**config.mk**
```make
export PLATFORM = sky130hd
export DESIGN_NAME = tdr_engine
export DESIGN_NICKNAME = d
export VERILOG_FILES = /design/src/rtl/tdr_pkg.sv /design/src/rtl/tdr_ring_ptr.sv /design/src/rtl/tdr_len_clamp.sv /design/src/rtl/tdr_walker.sv /design/src/rtl/tdr_engine.sv
export SDC_FILE = /design/constraint.sdc
export NUM_CORES = 1
export LEC_CHECK = 0
export BUFFER_PORTS_ARGS = -buffer_cell sky130_fd_sc_hd__buf_2
export CAP_MARGIN = 20
export CORE_MARGIN = 2
export CORE_UTILIZATION = 53
export CTS_CLUSTER_DIAMETER = 80
export DETAILED_ROUTE_END_ITERATION = 10
export PLACE_DENSITY = 0.77
export SLEW_MARGIN = 20
export SYNTH_ARGS = -nofsm -noshare
export SYNTH_HDL_FRONTEND = slang
export SYNTH_SLANG_ARGS = --single-unit
```
**constraint.sdc**
```tcl
create_clock -name clk -period 2.2 [get_ports clk]
set_clock_uncertainty 0.1 [all_clocks]
set_input_delay 0.11 -clock clk [delete_from_list [all_inputs] [get_ports clk]]
set_output_delay 0.11 -clock clk [all_outputs]
set_load 0.1 [all_outputs]
```
**src/rtl/tdr_pkg.sv**
```systemverilog
package tdr_pkg;

    localparam int unsigned WORD_W     = 32;
    localparam int unsigned DESC_BYTES = 8;
    localparam int unsigned RDY_BIT    = 31;
    localparam int unsigned WRAP_BIT   = 29;
    localparam int unsigned LAST_BIT   = 27;

    typedef enum logic [2:0] {
        ST_IDLE,
        ST_HDR,
        ST_BUFPTR,
        ST_LOAD,
        ST_EMIT,
        ST_WBACK
    } walk_state_t;

endpackage

```
**src/rtl/tdr_ring_ptr.sv**
```systemverilog
module tdr_ring_ptr
    import tdr_pkg::*;
#(
    parameter int unsigned MAX_DESC = 1024
)
(
    input  logic              clk,
    input  logic              rst_n,
    input  logic              ctrl_en,
    input  logic              ext_align,
    input  logic              base_wr,
    input  logic [WORD_W-1:0] base_wdata,
    input  logic              idle,
    input  logic              start,
    input  logic              adv,
    input  logic              adv_wrap,
    output logic [WORD_W-1:0] cur_ptr,
    output logic              last_slot
);

    localparam int unsigned CNT_W = $clog2(MAX_DESC + 1);

    logic [WORD_W-1:0] base_q;
    logic [WORD_W-1:0] mask;
    logic [WORD_W-1:0] base_aligned;
    logic [CNT_W-1:0]  used_q;

    assign mask         = ext_align ? WORD_W'(7) : WORD_W'(3);
    assign base_aligned = base_wdata & ~mask;
    assign last_slot    = (used_q == CNT_W'(MAX_DESC - 1));

    always_ff @(posedge clk or negedge rst_n) begin
        if (!rst_n) begin
            base_q  <= '0;
            cur_ptr <= '0;
            used_q  <= '0;
        end else begin
            if (base_wr) begin
                base_q <= base_aligned;
            end

            if (idle && base_wr) begin
                cur_ptr <= base_aligned;
            end else if (idle && !ctrl_en) begin
                cur_ptr <= base_q;
            end else if (adv) begin
                cur_ptr <= adv_wrap ? base_q : cur_ptr + WORD_W'(DESC_BYTES);
            end

            if (start) begin
                used_q <= '0;
            end else if (adv) begin
                used_q <= used_q + 1'b1;
            end
        end
    end

endmodule

```
**src/rtl/tdr_len_clamp.sv**
```systemverilog
module tdr_len_clamp #(
    parameter int unsigned MAX_FRAME = 2047,
    parameter int unsigned FLW       = 11
)
(
    input  logic [FLW-1:0] frame_len,
    input  logic [15:0]    buf_len,
    output logic [15:0]    send_len,
    output logic           babble
);

    logic [31:0] room;

    assign room     = 32'(MAX_FRAME) - 32'(frame_len);
    assign babble   = 32'(buf_len) > room;
    assign send_len = babble ? room[15:0] : buf_len;

endmodule

```
**src/rtl/tdr_walker.sv**
```systemverilog
module tdr_walker
    import tdr_pkg::*;
#(
    parameter int unsigned FLW = 11
)
(
    input  logic              clk,
    input  logic              rst_n,
    input  logic              kick,
    input  logic              ctrl_en,
    input  logic [WORD_W-1:0] cur_ptr,
    input  logic              last_slot,
    output logic              start,
    output logic              adv,
    output logic              adv_wrap,
    output logic              idle,
    output logic [FLW-1:0]    frame_len,
    output logic [15:0]       hdr_len,
    input  logic [15:0]       send_len,
    input  logic              babble,
    output logic              mem_req,
    output logic              mem_we,
    output logic [WORD_W-1:0] mem_addr,
    output logic [WORD_W-1:0] mem_wdata,
    input  logic              mem_ack,
    input  logic [WORD_W-1:0] mem_rdata,
    output logic              active,
    output logic              tx_valid,
    output logic [7:0]        tx_data,
    output logic              tx_eof,
    output logic [15:0]       tx_len,
    output logic              irq_txb,
    output logic              irq_txf,
    output logic              irq_babt
);

    walk_state_t       state, nxt;
    logic [WORD_W-1:0] hdr_word;
    logic [WORD_W-1:0] buf_ptr;
    logic [WORD_W-1:0] data_word;
    logic [15:0]       remain;

    assign idle     = (state == ST_IDLE);
    assign start    = idle && kick && ctrl_en;
    assign adv      = (state == ST_WBACK) && mem_ack;
    assign adv_wrap = hdr_word[WRAP_BIT];
    assign hdr_len  = hdr_word[15:0];

    // next-state logic
    always_comb begin
        nxt = state;
        unique case (state)
            ST_IDLE:   if (start) nxt = ST_HDR;
            ST_HDR:    if (mem_ack) nxt = mem_rdata[RDY_BIT] ? ST_BUFPTR : ST_IDLE;
            ST_BUFPTR: if (mem_ack) nxt = (send_len == 16'd0) ? ST_WBACK : ST_LOAD;
            ST_LOAD:   if (mem_ack) nxt = ST_EMIT;
            ST_EMIT: begin
                if (remain == 16'd1)            nxt = ST_WBACK;
                else if (buf_ptr[1:0] == 2'b11) nxt = ST_LOAD;
                else                            nxt = ST_EMIT;
            end
            ST_WBACK:  if (mem_ack) nxt = last_slot ? ST_IDLE : ST_HDR;
            default:   nxt = ST_IDLE;
        endcase
    end

    // state register
    always_ff @(posedge clk or negedge rst_n) begin
        if (!rst_n) state <= ST_IDLE;
        else        state <= nxt;
    end

    // memory port, driven from the state alone
    always_comb begin
        mem_req   = 1'b0;
        mem_we    = 1'b0;
        mem_addr  = '0;
        mem_wdata = '0;
        unique case (state)
            ST_HDR: begin
                mem_req  = 1'b1;
                mem_addr = cur_ptr;
            end
            ST_BUFPTR: begin
                mem_req  = 1'b1;
                mem_addr = cur_ptr + WORD_W'(4);
            end
            ST_LOAD: begin
                mem_req  = 1'b1;
                mem_addr = {buf_ptr[WORD_W-1:2], 2'b00};
            end
            ST_WBACK: begin
                mem_req   = 1'b1;
                mem_we    = 1'b1;
                mem_addr  = cur_ptr;
                mem_wdata = hdr_word & ~(WORD_W'(1) << RDY_BIT);
            end
            default: ;
        endcase
    end

    // datapath and output pulses
    always_ff @(posedge clk or negedge rst_n) begin
        if (!rst_n) begin
            active    <= 1'b0;
            hdr_word  <= '0;
            buf_ptr   <= '0;
            data_word <= '0;
            remain    <= '0;
            frame_len <= '0;
            tx_valid  <= 1'b0;
            tx_data   <= '0;
            tx_eof    <= 1'b0;
            tx_len    <= '0;
            irq_txb   <= 1'b0;
            irq_txf   <= 1'b0;
            irq_babt  <= 1'b0;
        end else begin
            tx_valid <= 1'b0;
            tx_eof   <= 1'b0;
            irq_txb  <= 1'b0;
            irq_txf  <= 1'b0;
            irq_babt <= 1'b0;
            unique case (state)
                ST_IDLE: begin
                    if (start) begin
                        active    <= 1'b1;
                        frame_len <= '0;
                    end
                end
                ST_HDR: begin
                    if (mem_ack) begin
                        hdr_word <= mem_rdata;
                        if (!mem_rdata[RDY_BIT]) active <= 1'b0;
                    end
                end
                ST_BUFPTR: begin
                    if (mem_ack) begin
                        buf_ptr  <= mem_rdata;
                        remain   <= send_len;
                        irq_babt <= babble;
                    end
                end
                ST_LOAD: begin
                    if (mem_ack) data_word <= mem_rdata;
                end
                ST_EMIT: begin
                    tx_valid  <= 1'b1;
                    tx_data   <= data_word[{buf_ptr[1:0], 3'b000} +: 8];
                    buf_ptr   <= buf_ptr + 1'b1;
                    remain    <= remain - 1'b1;
                    frame_len <= frame_len + 1'b1;
                end
                ST_WBACK: begin
                    if (mem_ack) begin
                        irq_txb <= 1'b1;
                        if (hdr_word[LAST_BIT]) begin
                            tx_eof    <= 1'b1;
                            tx_len    <= 16'(frame_len);
                            irq_txf   <= 1'b1;
                            frame_len <= '0;
                        end
                        if (last_slot) active <= 1'b0;
                    end
                end
                default: ;
            endcase
        end
    end

endmodule

```
**src/rtl/tdr_engine.sv**
```systemverilog
module tdr_engine
    import tdr_pkg::*;
#(
    parameter int unsigned MAX_FRAME = 2047,
    parameter int unsigned MAX_DESC  = 1024
)
(
    input  logic        clk,
    input  logic        rst_n,
    input  logic        ctrl_en,
    input  logic        ext_align,
    input  logic        base_wr,
    input  logic [31:0] base_wdata,
    input  logic        kick,
    output logic        active,
    output logic        mem_req,
    output logic        mem_we,
    output logic [31:0] mem_addr,
    output logic [31:0] mem_wdata,
    input  logic        mem_ack,
    input  logic [31:0] mem_rdata,
    output logic        tx_valid,
    output logic [7:0]  tx_data,
    output logic        tx_eof,
    output logic [15:0] tx_len,
    output logic        irq_txb,
    output logic        irq_txf,
    output logic        irq_babt
);

    localparam int unsigned FLW = $clog2(MAX_FRAME + 1);

    logic [WORD_W-1:0] cur_ptr;
    logic              last_slot;
    logic              start;
    logic              adv;
    logic              adv_wrap;
    logic              idle;
    logic [FLW-1:0]    frame_len;
    logic [15:0]       hdr_len;
    logic [15:0]       send_len;
    logic              babble;

    tdr_ring_ptr #(.MAX_DESC(MAX_DESC)) u_ptr (
        .clk        (clk),
        .rst_n      (rst_n),
        .ctrl_en    (ctrl_en),
        .ext_align  (ext_align),
        .base_wr    (base_wr),
        .base_wdata (base_wdata),
        .idle       (idle),
        .start      (start),
        .adv        (adv),
        .adv_wrap   (adv_wrap),
        .cur_ptr    (cur_ptr),
        .last_slot  (last_slot)
    );

    tdr_len_clamp #(.MAX_FRAME(MAX_FRAME), .FLW(FLW)) u_clamp (
        .frame_len (frame_len),
        .buf_len   (hdr_len),
        .send_len  (send_len),
        .babble    (babble)
    );

    tdr_walker #(.FLW(FLW)) u_walk (
        .clk       (clk),
        .rst_n     (rst_n),
        .kick      (kick),
        .ctrl_en   (ctrl_en),
        .cur_ptr   (cur_ptr),
        .last_slot (last_slot),
        .start     (start),
        .adv       (adv),
        .adv_wrap  (adv_wrap),
        .idle      (idle),
        .frame_len (frame_len),
        .hdr_len   (hdr_len),
        .send_len  (send_len),
        .babble    (babble),
        .mem_req   (mem_req),
        .mem_we    (mem_we),
        .mem_addr  (mem_addr),
        .mem_wdata (mem_wdata),
        .mem_ack   (mem_ack),
        .mem_rdata (mem_rdata),
        .active    (active),
        .tx_valid  (tx_valid),
        .tx_data   (tx_data),
        .tx_eof    (tx_eof),
        .tx_len    (tx_len),
        .irq_txb   (irq_txb),
        .irq_txf   (irq_txf),
        .irq_babt  (irq_babt)
    );

endmodule

```
# Yosys cells after proc, flatten, opt, wreduce, memory -nomap -nowiden
# Index checks and enable logic that the tools add are counted.
[op_classes]
n_eq_ne = 16
mux = 45
n_lt_le_gt_ge = 1
n_addsub = 7
shift = 1
reduce_logical = 22
bitwise_logic = 2
[op_table]
columns = ["operator", "n"]
rows = [
  ["two-way mux 32 bit", 5],
  ["one-hot mux 32 bit (3 select lines)", 1],
  ["one-hot mux 32 bit (2 select lines)", 1],
  ["two-way mux 11 bit", 5],
  ["one-hot mux 11 bit (3 select lines)", 1],
  ["adder 32 x 1 -> 32 bit (second input constant)", 1],
  ["adder 32 x 3 -> 32 bit (second input constant)", 1],
  ["adder 32 x 4 -> 32 bit (second input constant)", 1],
  ["bitwise AND 32 bit", 1],
  ["> comparator 16 x 32 -> 1 bit", 1],
  ["two-way mux 16 bit", 2],
  ["inverter 32 bit", 1],
  ["one-hot mux 16 bit (2 select lines)", 1],
  ["indexed part select 32 x 6 -> 8 bit", 1],
  ["two-way mux 31 bit", 1],
  ["two-way mux 3 bit", 9],
  ["adder 11 x 1 -> 11 bit (second input constant)", 2],
  ["one-hot mux 3 bit (6 select lines)", 1],
  ["equality test 16 x 1 -> 1 bit (second input constant)", 1],
  ["zero test 16 bit", 1],
  ["two-way mux 1 bit", 16],
  ["subtractor 16 x 1 -> 16 bit (second input constant)", 1],
  ["!= test 2 bit (second input constant)", 6],
  ["subtractor 11 x 11 -> 12 bit (first input constant)", 1],
  ["other kinds (20)", 32],
]
[word_totals]
register_bits = 224
inputBits = 71

# Logic depth before layout (Yosys ltp)
# Gate-level depths: netlist of run 1.
[logic_depth]
word_depth = 7
mapped_depth = 9
depth_no_buf = 8

# Hierarchy
# From an unflattened synthesis of run 1, not the netlist that was laid out.
[unflattened]
cells_unflattened = 1382
area_unflattened_um2 = 12957.4
[by_module_without_submodules]
columns = ["module", "area_each_um2", "n_inst", "seq_area_each_um2", "cells_per_inst"]
rows = [
  ["tdr_walker", 8614.5, 1, 3728.6, 929],
  ["tdr_ring_ptr", 3860.0, 1, 1776.7, 393],
  ["tdr_len_clamp", 483.0, 1, 0.0, 60],
]

# Worst setup path before layout of run 1
# OpenSTA, ideal clock, no wires.
[synth_timing]
path_type = "flip-flop to output port"
startpoint = "reg u_ptr.cur_ptr[3]"
endpoint = "out mem_addr[27]"
arrival_time_ns = 5.192
setup_slack_ns = -3.202
n_path_buf = 0
path_stages_with_launch = 7
cell_sequence = "dfrtp_1 -> ha_1 -> nand3_4 -> or4_4 -> nor3_4 -> nand3_1 -> o311ai_0"
[synth_between]
elab_chain_cells = 2
[synth_lines]
columns = ["item", "line", "text"]
rows = [
  ["from (decl)", "tdr_ring_ptr.sv:17", "output logic [WORD_W-1:0] cur_ptr,"],
  ["from (signal assigned)", "tdr_ring_ptr.sv:43", "cur_ptr <= base_aligned;"],
  ["from (signal assigned)", "tdr_ring_ptr.sv:45", "cur_ptr <= base_q;"],
  ["from (signal assigned)", "tdr_ring_ptr.sv:47", "cur_ptr <= adv_wrap ? base_q : cur_ptr + WORD_W'(DESC_BYTES);"],
  ["adder 32 x 3 -> 32 bit", "tdr_walker.sv:86", "mem_addr = cur_ptr + WORD_W'(4);"],
  ["one-hot mux 32 bit (3 select lines)", "tdr_walker.sv:79", "unique case (state)"],
  ["to (decl)", "tdr_engine.sv:18", "output logic [31:0] mem_addr,"],
]
# Every way passes these cells.

# Worst setup path in the final report of run 1
[layout_timing]
startpoint = "reg u_ptr.cur_ptr[3]"
endpoint = "out mem_addr[31]"
# The elaborated chain is that of the path after synthesis.

==> run metrics, run 1 <==
Pwr Total=32.5 mW; failing checks=negative hold slack, negative setup slack; worst-case clock buffer depth=3; GRT overflow=0; drt first pass iters=5; Remaining DRCs=0; Top FF cell, synth=dfrtp_1; flops & latches, synth=220; Clock Sinks=220; Netlist Area Pre-Place=12600 sq um; Netlist cell types=91; Final HPWL DP=29100 microns; Die Ht=158 microns; Place WS=-0.241 ns; vias per cell=6.75; CTS tree=built; Initial DRC Count=1985; Tmin final=2.84 ns; Worst R2R Path Depth=7; Finished Core Util=82.5%; post-synthesis sequential area ratio=43.8%; DIE AREA=24900 sq um; Slew headroom=28.9%; min-delay worst type=input port to asynchronous set/reset pin; vias in the first global route=12800; area delta synth->final=53.8%; Final ANT Viol Nets=0; routability cong.=0.926; Hold Vio Cnt, Final=7; CP arrival=2.63 ns; Cell Chain, Critical Path=ha_4 > nand3_4 > or4_4 > nor3_4 > and4_4 > o21ai_2 > a221o_4 > buf_12; WS Path Type=flip-flop to output port; Clk Latency, worst-skew pair=0.53 ns; Post-synth EDFFs=0; initial antenna violation count=0; Root Driver=clkbuf_16; aggregate global-route resource usage=35.8%; Post-synth ARST share=100%; CP Max Fanout=3; CP max-delay cell=or4_4; Routed WL=51300 microns; endpoints failing setup=135; initial core utilization=53.7%; Worst Path Required=1.99 ns; fin. max-slew vios=0; clk slew on worst S/H paths=0.06 ns; CTS H-tree lvls=1; status=finished, violations left; largest net degree at the start of global routing=52; drt wl/cell=25.1 microns; FP Rows=56; Max-Cap Viols=0; unrepaired setup endpoints after global routing=true; TNS Setup=-32.48 ns; Tcrit/Tclk final=129%; worst hold margin=-0.0120 ns; Leakage=8.30 nW; worst-margin pin slew=1.05 ns; pwr/cell area=1680 nW/um^2; via count=13800; yosys warns=0; Die Width=158 microns; type of origin of the critical path=flip-flop; num ports=167; share of cells above drive strength 1=45.0%; Largest stage delay, worst path=0.48 ns; CP Capture Type=output port; fin worst setup slack=-0.636 ns; nets=1794; Max VDD drop=0.00225 V; TritonCTS Buffers=25; fmax=353 MHz; I/O Buffers=156; first-pass GRT wire length=69700 microns; diode count=0; core footprint=23400 sq um; syn_area_per_cell=9.57 sq um; Mapped Cells=1312
## cell usage in the layout, fill, tap and decap left out, types with 9 or more instances in the layout
cell type and count:
dfrtp_1 216, buf_4 174, nand2_1 166, mux2_2 97, buf_2 93, buf_12 77, dlygate4sd3_1 67, o21ai_0 65
nor2_1 49, nand3_1 44, buf_6 36, and3_4 35, a21oi_1 34, clkbuf_16 30, nand4_1 25, xnor2_1 23
inv_1 22, o21ai_1 22, o21ai_4 19, a21oi_2 15, o311ai_0 15, o211ai_1 14, ha_1 14, nor3_2 13
nor3_1 13, and3_1 12, o21ai_2 11, a31oi_1 11, mux2i_1 10, xor2_1 10, a221o_1 10, clkbuf_8 10
nor2_2 9, nor2_4 9, or3_1 9
## kinds of logic after synthesis
kind of cell	synth area share (%)
compound gates	16.0
xor+xnor	2.58
fa+ha+maj	1.79
buf+inv	4.95
flops	43.8
mux	11.1
other cells	0.0299
simple gates	19.8
## what timing repair did
action | in CTS | in global routing
hold buffers | 67 | 0
pin swaps | 44 | 60
hold endpoints to repair | 378 | 0
cloned | 3 | 7
resized for setup | 117 | 177
setup endpoints to repair | 97 | 123
setup buffers | 21 | 47
## layer usage
layer	vias up	share of wire, %	global-route usage [%]
met2	1109	47	58.8
met3	392	10	6.24
li1	5600	-	-
met4	0	8.6	19.3
met5	-	0	0
met1	6674	35	45.2
## final cells by class
class	count	area [sq um]
multi-input combinational	974	7850
clock buffer	37	771
tap	319	399
inverter	24	93.8
sequential	220	5510
timing repair buffer	460	4630
clock inverter	6	58.8
fill	1177	4090
## sequential cells by signal, summed over array words and instances (netlist names)
name              count
u_walk.tx_data        8
u_walk.irq_babt       1
u_walk.remain        16
u_walk.hdr_word      31
u_ptr.used_q         11
u_walk.buf_ptr       32
u_walk.frame_len     11
u_ptr.base_q         30
u_ptr.cur_ptr        30
u_walk.tx_valid       1
u_walk.tx_eof         1
u_walk.active         1
u_walk.irq_txb        1
u_walk.tx_len        11
u_walk.data_word     32
u_walk.state          3
## power breakdown
| group | internal (mW) | total [mW] | switching (mW) |
|---|---|---|---|
| sequential | 5.57 | 7.08 | 1.50 |
| combinational | 8.36 | 21.1 | 12.7 |
| clock | 2.52 | 4.31 | 1.79 |
## cell usage after synthesis (3+ instances only)
cell type / n / area [sq um]
dfrtp_1: 220 / 5510
nand2_1: 177 / 664
o21ai_0: 116 / 581
mux2_2: 97 / 1090
nor2_1: 66 / 248
clkbuf_1: 52 / 195
a21oi_1: 50 / 250
nand3_1: 50 / 250
and3_1: 47 / 294
nor3_1: 31 / 155
xnor2_1: 27 / 236
nand4_1: 25 / 156
inv_1: 22 / 82.6
o311ai_0: 20 / 175
ha_1: 18 / 225
buf_2: 15 / 75.1
buf_4: 15 / 113
a221o_1: 14 / 140
o211ai_1: 14 / 105
a31oi_1: 12 / 75.1
mux2i_1: 12 / 120
nor4_1: 12 / 75.1
a22oi_1: 11 / 82.6
o22ai_1: 11 / 68.8
xor2_1: 10 / 87.6
nor2b_1: 9 / 56.3
or3_1: 9 / 56.3
a311o_1: 8 / 80.1
mux4_2: 8 / 180
nor3b_1: 8 / 60.1
and2_1: 7 / 43.8
buf_1: 7 / 26.3
a211oi_1: 6 / 45.0
and4_1: 6 / 52.6
nand2b_1: 6 / 37.5
a22o_1: 5 / 43.8
o41ai_1: 5 / 43.8
a222oi_1: 4 / 40.0
and2_2: 4 / 30.0
buf_6: 4 / 45.0
o221ai_1: 4 / 35.0
or2_2: 4 / 25.0
clkbuf_2: 3 / 15.0
o31ai_1: 3 / 22.5
## path summary, 6_finish.rpt
check / endpoint / slack (ns) / from
worst max register to register: u_walk.state[2] / -0.34 / u_walk.frame_len[9]
worst min-delay path: u_ptr.base_q[4] / -0.01 / rst_n
worst min register to register: u_walk.tx_len[7] / 0.39 / u_walk.tx_len[7]
max in group asynchronous: u_walk.remain[4] / 1.21 / rst_n
worst max-delay path: mem_addr[31] / -0.64 / u_ptr.cur_ptr[3]
min in group clk: u_ptr.cur_ptr[2] / 0.03 / base_wdata[2]
## critical path: cells and delay by family, from the launching register on
kind                       cells  cell delay, ns
and+or+nand+nor                4            0.96
AOI/OAI and AO/OA              2            0.42
buffers and inverters          1            0.17
adders and majority gates      1            0.16
DFF                            1            0.39
## per-stage QoR
step                      cells  hold WS (ns)  cell area, sq um
after floorplan            1319        -0.286             13100
after global placement     1862       -0.0450             16100
after detailed placement   1862       -0.0440             16100
after CTS                  1995       0.00657             18300
after global routing       2040        0.0327             19300
final                      2040       -0.0120             19300
(Power assumes the default switching activity.)
==> run 2: changes to the inputs <==
--- a/config.mk
+++ b/config.mk
@@ -8,10 +8,10 @@
 export BUFFER_PORTS_ARGS = -buffer_cell sky130_fd_sc_hd__buf_2
 export CAP_MARGIN = 20
 export CORE_MARGIN = 2
-export CORE_UTILIZATION = 53
+export CORE_UTILIZATION = 63
 export CTS_CLUSTER_DIAMETER = 80
 export DETAILED_ROUTE_END_ITERATION = 10
-export PLACE_DENSITY = 0.77
+export PLACE_DENSITY = 0.86
 export SLEW_MARGIN = 20
 export SYNTH_ARGS = -nofsm -noshare
 export SYNTH_HDL_FRONTEND = slang
==> constraint.sdc (replaced) <==
create_clock -name clk -period 3.3 [get_ports clk]
set_clock_uncertainty 0.1 [all_clocks]
set_input_delay 0.165 -clock clk [delete_from_list [all_inputs] [get_ports clk]]
set_output_delay 0.165 -clock clk [all_outputs]
set_load 0.1 [all_outputs]
==> run 2 against run 1 <==
The run now ends clean. Critical path type unchanged. Die area decreased by 15%. Worst hold slack improved by 0.043 ns. Clock power decreased by 38%. Global-route usage increased by 3.4 points. Largest cell class unchanged. Highest routed layer unchanged. Worst setup slack improved by 0.69 ns. Sequential share of layout area increased by 6.4 points. Design area decreased by 18%.
==> run metrics, run 2 (synthesis results as in run 1) <==
Largest stage delay, worst path=0.58 ns; vias in the first global route=12100; Root Driver=clkbuf_16; TritonCTS Buffers=24; Routed WL=41700 microns; part of the power in registers=29.6%; Final Non-Filler Cells=1785; largest net degree at the start of global routing=92; DIE AREA=21100 sq um; aggregate global-route resource usage=39.1%; fmax=308 MHz; initial antenna violation count=1; Switching Fraction=51.2%; I/O Buffers=156; min-delay worst type=input port to flip-flop; Max VDD drop=0.00138 V; Worst Path Required=3.03 ns; share of cells above drive strength 1=24.8%; P_sw=8.86 mW; fill count=1151; clk slew on worst S/H paths=0.06 ns; internal power=8.46 mW; fin. max-slew vios=0; drt wl/cell=23.3 microns; largest registers=u_walk.buf_ptr: 32 flops, u_walk.data_word: 32 flops, u_walk.hdr_word: 31 flops; type of origin of the critical path=flip-flop; most frequent cells in the layout=dfrtp_1, nand2_1, o21ai_0, buf_2, mux2_2; WS Path Type=flip-flop to output port; worst-case clock buffer depth=3; via count=12200; CP Capture Type=output port; endpoints failing setup=0; nets=1592; CP max-delay cell=or4_4; CP arrival=2.98 ns; CTS tree=built; placed instance count=1672; Final ANT Viol Nets=0; pwr/cell area=1100 nW/um^2; Clk Latency, worst-skew pair=0.53 ns; worst-margin pin slew=0.836 ns; area delta synth->final=25.5%; clock power share=15.4%; FP Rows=51; Final HPWL DP=26700 microns; first-pass GRT wire length=66000 microns; initial core utilization=64.3%; fin worst setup slack=0.0566 ns; vias per cell=6.85; Hold Vio Cnt, Final=0; Tcrit/Tclk final=98.3%; Clock Sinks=220; GRT overflow=0; Comb power frac=55.0%; Remaining DRCs=0; Leakage=6.83 nW; routability cong.=0.957; Initial DRC Count=1477; TNS Setup=0 ns; num ports=167; Place WS=0.493 ns; CTS H-tree lvls=1; Tmin final=3.24 ns; Die Ht=145 microns; core footprint=19500 sq um; Max-Cap Viols=0; commonest non-fill, non-tap cell in the layout=dfrtp_1; Cell Chain, Critical Path=ha_4 > nand3_4 > or4_4 > nor3_4 > and4_4 > o21ai_2 > a221o_1 > buf_12; status=complete, no violations; Cell Area, Placed=14300 sq um; drt first pass iters=6; Die Width=145 microns; Final Cell Area=15800 sq um; Slew headroom=44.0%; CP Max Fanout=6
-- run 2: cell types whose count changed in the layout (fill, tap and decap cells not counted), moves of 15 or more --
cell | previous run | this run
and3_1 | 12 | 47
nor2_1 | 49 | 65
nor3_1 | 13 | 31
o21ai_0 | 65 | 105
buf_6 | 36 | 0
a21oi_2 | 15 | 0
o21ai_4 | 19 | 0
and3_4 | 35 | 0
a21oi_1 | 34 | 50
buf_4 | 174 | 36
buf_12 | 77 | 54
-- run 2: final timing paths --
path / from / endpoint / slack (ns) / depth (start not counted)
max: u_ptr.cur_ptr[4] / mem_addr[31] / 0.06 / 8
min: mem_ack / u_walk.state[2] / 0.03 / 2
min reg2reg: u_walk.tx_len[7] / u_walk.tx_len[7] / 0.38 / 2
max reg2reg: u_walk.state[0] / u_walk.hdr_word[12] / 0.48 / 5
max in group asynchronous: rst_n / u_walk.state[1] / 1.62 / 4
min in group asynchronous: rst_n / u_ptr.cur_ptr[3] / 0.51 / 3
-- run 2: final cells by class --
type                            instances  area, sq um  area share (%)
Sequential cell                       220         5510            35.0
Timing Repair Buffer                  260         2550            16.2
Tap cell                              265          332            2.10
Antenna cell                            2         5.00          0.0318
Clock buffer                           34          689            4.37
Clock inverter                          7         68.8           0.437
Inverter                               24         90.1           0.572
Multi-Input combinational cell        973         6510            41.3
-- run 2: worst max-delay path: cells and delay by family, from the launching register on --
kind | cells | cell delay [ns]
compound gates | 2 | 0.42
fa+ha+maj | 1 | 0.19
buf+inv | 1 | 0.19
flops | 1 | 0.41
simple gates | 4 | 1.24
-- run 2: power by group through the flow --
| stage | clock (mW) | sequential, mW | combinational, mW |
|---|---|---|---|
| 6_report | 2.67 | 5.13 | 9.51 |
| 5_1_grt | 2.78 | 5.21 | 9.95 |
| 4_1_cts | 2.65 | 4.99 | 9.31 |
| 3_5_place_dp | 0 | 5.02 | 9.15 |
| 3_3_place_gp | 0 | 4.95 | 8.91 |
| 2_1_floorplan | 0 | 4.93 | 6.38 |
-- run 2: timing repair --
item / in CTS / in global routing
setup buffers: 0 / 2
gates resized for setup: 1 / 8
hold buffers: 68 / 0
pin swaps: 0 / 1
endpoints found under the setup margin: 2 / 9
endpoints found under the hold margin: 375 / 0
-- run 2: per-layer routing --
layer / share of wire [%] / vias to the layer above / global-route usage (%)
met1: 35 / 5855 / 49.0
met3: 10 / 236 / 7.11
met4: 6.4 / 0 / 22.2
met2: 48 / 941 / 64.1
met5: 0 / - / 0
li1: - / 5195 / -
-- run 2: through the flow --
stage / power (mW) / util (%) / hold slack (ns)
after global placement: 13.9 / 73.1 / -0.0532
after detailed placement: 14.2 / 73.1 / -0.0435
after global routing: 17.9 / 80.7 / 0.0459
after CTS: 17.0 / 80.5 / 0.00747
final: 17.3 / 80.7 / 0.0313
after floorplan: 11.3 / - / -0.231
==> run 3: changes to the inputs <==
--- a/config.mk
+++ b/config.mk
@@ -7,11 +7,13 @@
 export LEC_CHECK = 0
 export BUFFER_PORTS_ARGS = -buffer_cell sky130_fd_sc_hd__buf_2
 export CAP_MARGIN = 20
+export CORE_ASPECT_RATIO = 0.8
 export CORE_MARGIN = 2
 export CORE_UTILIZATION = 63
 export CTS_CLUSTER_DIAMETER = 80
 export DETAILED_ROUTE_END_ITERATION = 10
 export PLACE_DENSITY = 0.86
+export REMOVE_ABC_BUFFERS = 1
 export SLEW_MARGIN = 20
 export SYNTH_ARGS = -nofsm -noshare
 export SYNTH_HDL_FRONTEND = slang
==> run 3 against run 2 <==
The flow now finishes with violations (negative hold slack). Fmax up 0.16%. Flip-flop and latch count is the same. Critical path type unchanged. Highest routed layer unchanged. Critical path depth is 1 lower. Clock power fell by 6%. Worst setup slack better by 0.0050 ns.
==> run metrics, run 3 (synthesis results as in run 1) <==
GRT overflow=0; pwr/cell area=1080 nW/um^2; status=finished, violations left; delay-heaviest family, CP=simple AND/OR/NAND/NOR gates; drt first pass iters=9; most frequent cells in the layout=dfrtp_1, nand2_1, o21ai_0, buf_2, mux2_2; Clock Sinks=220; worst-margin pin slew=0.826 ns; end of the worst register-to-register path=u_ptr.cur_ptr[27]; min-delay worst type=input port to flip-flop; failing checks=negative hold slack; worst-case clock buffer depth=3; Reg2Reg Setup Slack=0.52 ns; Final ANT Viol Nets=0; TNS Setup=0 ns; grt met2 use=61.5%; vias per cell=6.78; Tmin final=3.24 ns; worst hold margin=-0.00569 ns; nets=1598; Routed WL=39800 microns; largest registers=u_walk.buf_ptr: 32 flops, u_walk.data_word: 32 flops, u_walk.hdr_word: 31 flops; CTS H-tree lvls=1; Reg-to-Reg Start=u_walk.state[0]; clk slew on worst S/H paths=0.06 ns; aggregate global-route resource usage=38.1%; Worst Path Required=3.03 ns; part of the power in registers=29.6%; largest net degree at the start of global routing=88; Hold Vio Cnt, Final=1; area delta synth->final=25.4%; Largest stage delay, worst path=0.61 ns; via count=12100; Final Cell Area=15800 sq um; Hold Path End=u_walk.state[0]; Worst R2R Path Depth=7; endpoints failing setup=0; clock power share=14.6%; first-pass GRT wire length=63600 microns; TritonCTS Buffers=23; Die Ht=130 microns; Initial DRC Count=1634; internal power=8.38 mW; CP Max Fanout=9; Buf+Inv Stages, Crit Path=1; Max VDD drop=0.00149 V; Clk Latency, worst-skew pair=0.52 ns; share of cells above drive strength 1=25.4%; Remaining DRCs=0; Slew headroom=44.9%; core footprint=19700 sq um; initial antenna violation count=1; Final HPWL DP=26400 microns; met3 GRT Util=7.57%; Tcrit/Tclk final=98.1%; WS Path Type=flip-flop to output port; initial core utilization=63.8%; Cell Chain, Critical Path=nand2_4 > or4_4 > nor3_4 > and4_4 > o21ai_2 > a221o_1 > buf_12; CP max-delay cell=or4_4; routability cong.=0.992; worst hold path depth=5; drt wl/cell=22.2 microns; fmax=309 MHz; Root Driver=clkbuf_16; Max-Cap Viols=0; FP Rows=46; GRT busiest layer=met2; I/O Buffers=156; Die Width=162 microns; hold path startpoint=kick; Switching Fraction=50.9%; Leakage=6.84 nW; CTS tree=built; Comb power frac=55.8%; CP arrival=2.97 ns; Cell Area, Placed=14300 sq um; num ports=167; CP Capture Type=output port; met1 GRT Util=52.1%; commonest non-fill, non-tap cell in the layout=dfrtp_1; P_sw=8.69 mW; vias in the first global route=11800; type of origin of the critical path=flip-flop; fin. max-slew vios=0; DIE AREA=21100 sq um
==> run 3: cell types whose count changed in the layout (fill, tap and decap cells not counted), moves of 4 or more <==
cell	before	now
dlygate4sd3_1	68	64
buf_4	36	46
o21ai_0	105	115
o21ai_1	11	1
==> run 3: power by group through the flow <==
stage	registers (mW)	clock network, mW	logic [mW]
after CTS	4.96	2.49	9.31
after global routing	5.16	2.60	10.0
final	5.05	2.50	9.52
after floorplan	5.21	0	5.70
after global placement	4.91	0	8.92
after detailed placement	4.98	0	9.15
==> run 3: per-layer routing <==
layer	wire (microns)	part of all wire (%)
met1	14900	37
met2	18400	46
met3	4800	12
met4	1700	4.3
met5	0	0
==> run 3: layout make-up <==
type / count / area [sq um]
diodes: 2 / 5.00
clock buffers: 33 / 663
clock inverters: 7 / 40.0
fillers: 1185 / 3930
inverters: 24 / 90.1
multi-input cells: 973 / 6510
flip-flops and latches: 220 / 5510
well taps: 264 / 330
repair buffers: 267 / 2610
==> run 3: worst min-delay path: stages <==
cell       delay (ns)
buf_2            0.12
nand2_1          0.08
a2bb2oi_1        0.07
nor2_1           0.08
a221oi_1         0.05
==> run 3: how the worst max path moves through the flow <==
stage,startpoint,slack [ns],depth (start not counted),end
2_1_floorplan,u_walk.state[0],-2.51,3,mem_addr[19]
3_3_place_gp,u_ptr.cur_ptr[3],0.31,8,mem_addr[27]
3_5_place_dp,u_ptr.cur_ptr[3],0.25,8,mem_addr[27]
4_1_cts,u_ptr.cur_ptr[4],0.01,8,mem_addr[31]
5_1_grt,u_ptr.cur_ptr[2],-0.006,7,mem_addr[30]
6_report,u_ptr.cur_ptr[8],0.06,7,mem_addr[31]
==> run 3: what timing repair did <==
action                     in CTS  in global routing
hold buffers                   64                  0
setup buffers                   3                  2
gates resized for setup         7                  9
setup endpoints to repair       7                  9
pin swaps                       1                  2
hold endpoints to repair      237                  0
==> run 3: through the flow <==
stage               setup WS, ns  instances  total power [mW]  util, %
floorplan                  -2.51       1217              10.9        -
global placement           0.311       1679              13.8     72.8
detailed placement         0.248       1679              14.1     72.8
CTS                       0.0128       1786              16.8     79.8
global route            -0.00624       1789              17.8     80.0
finish                    0.0616       1790              17.1     80.0
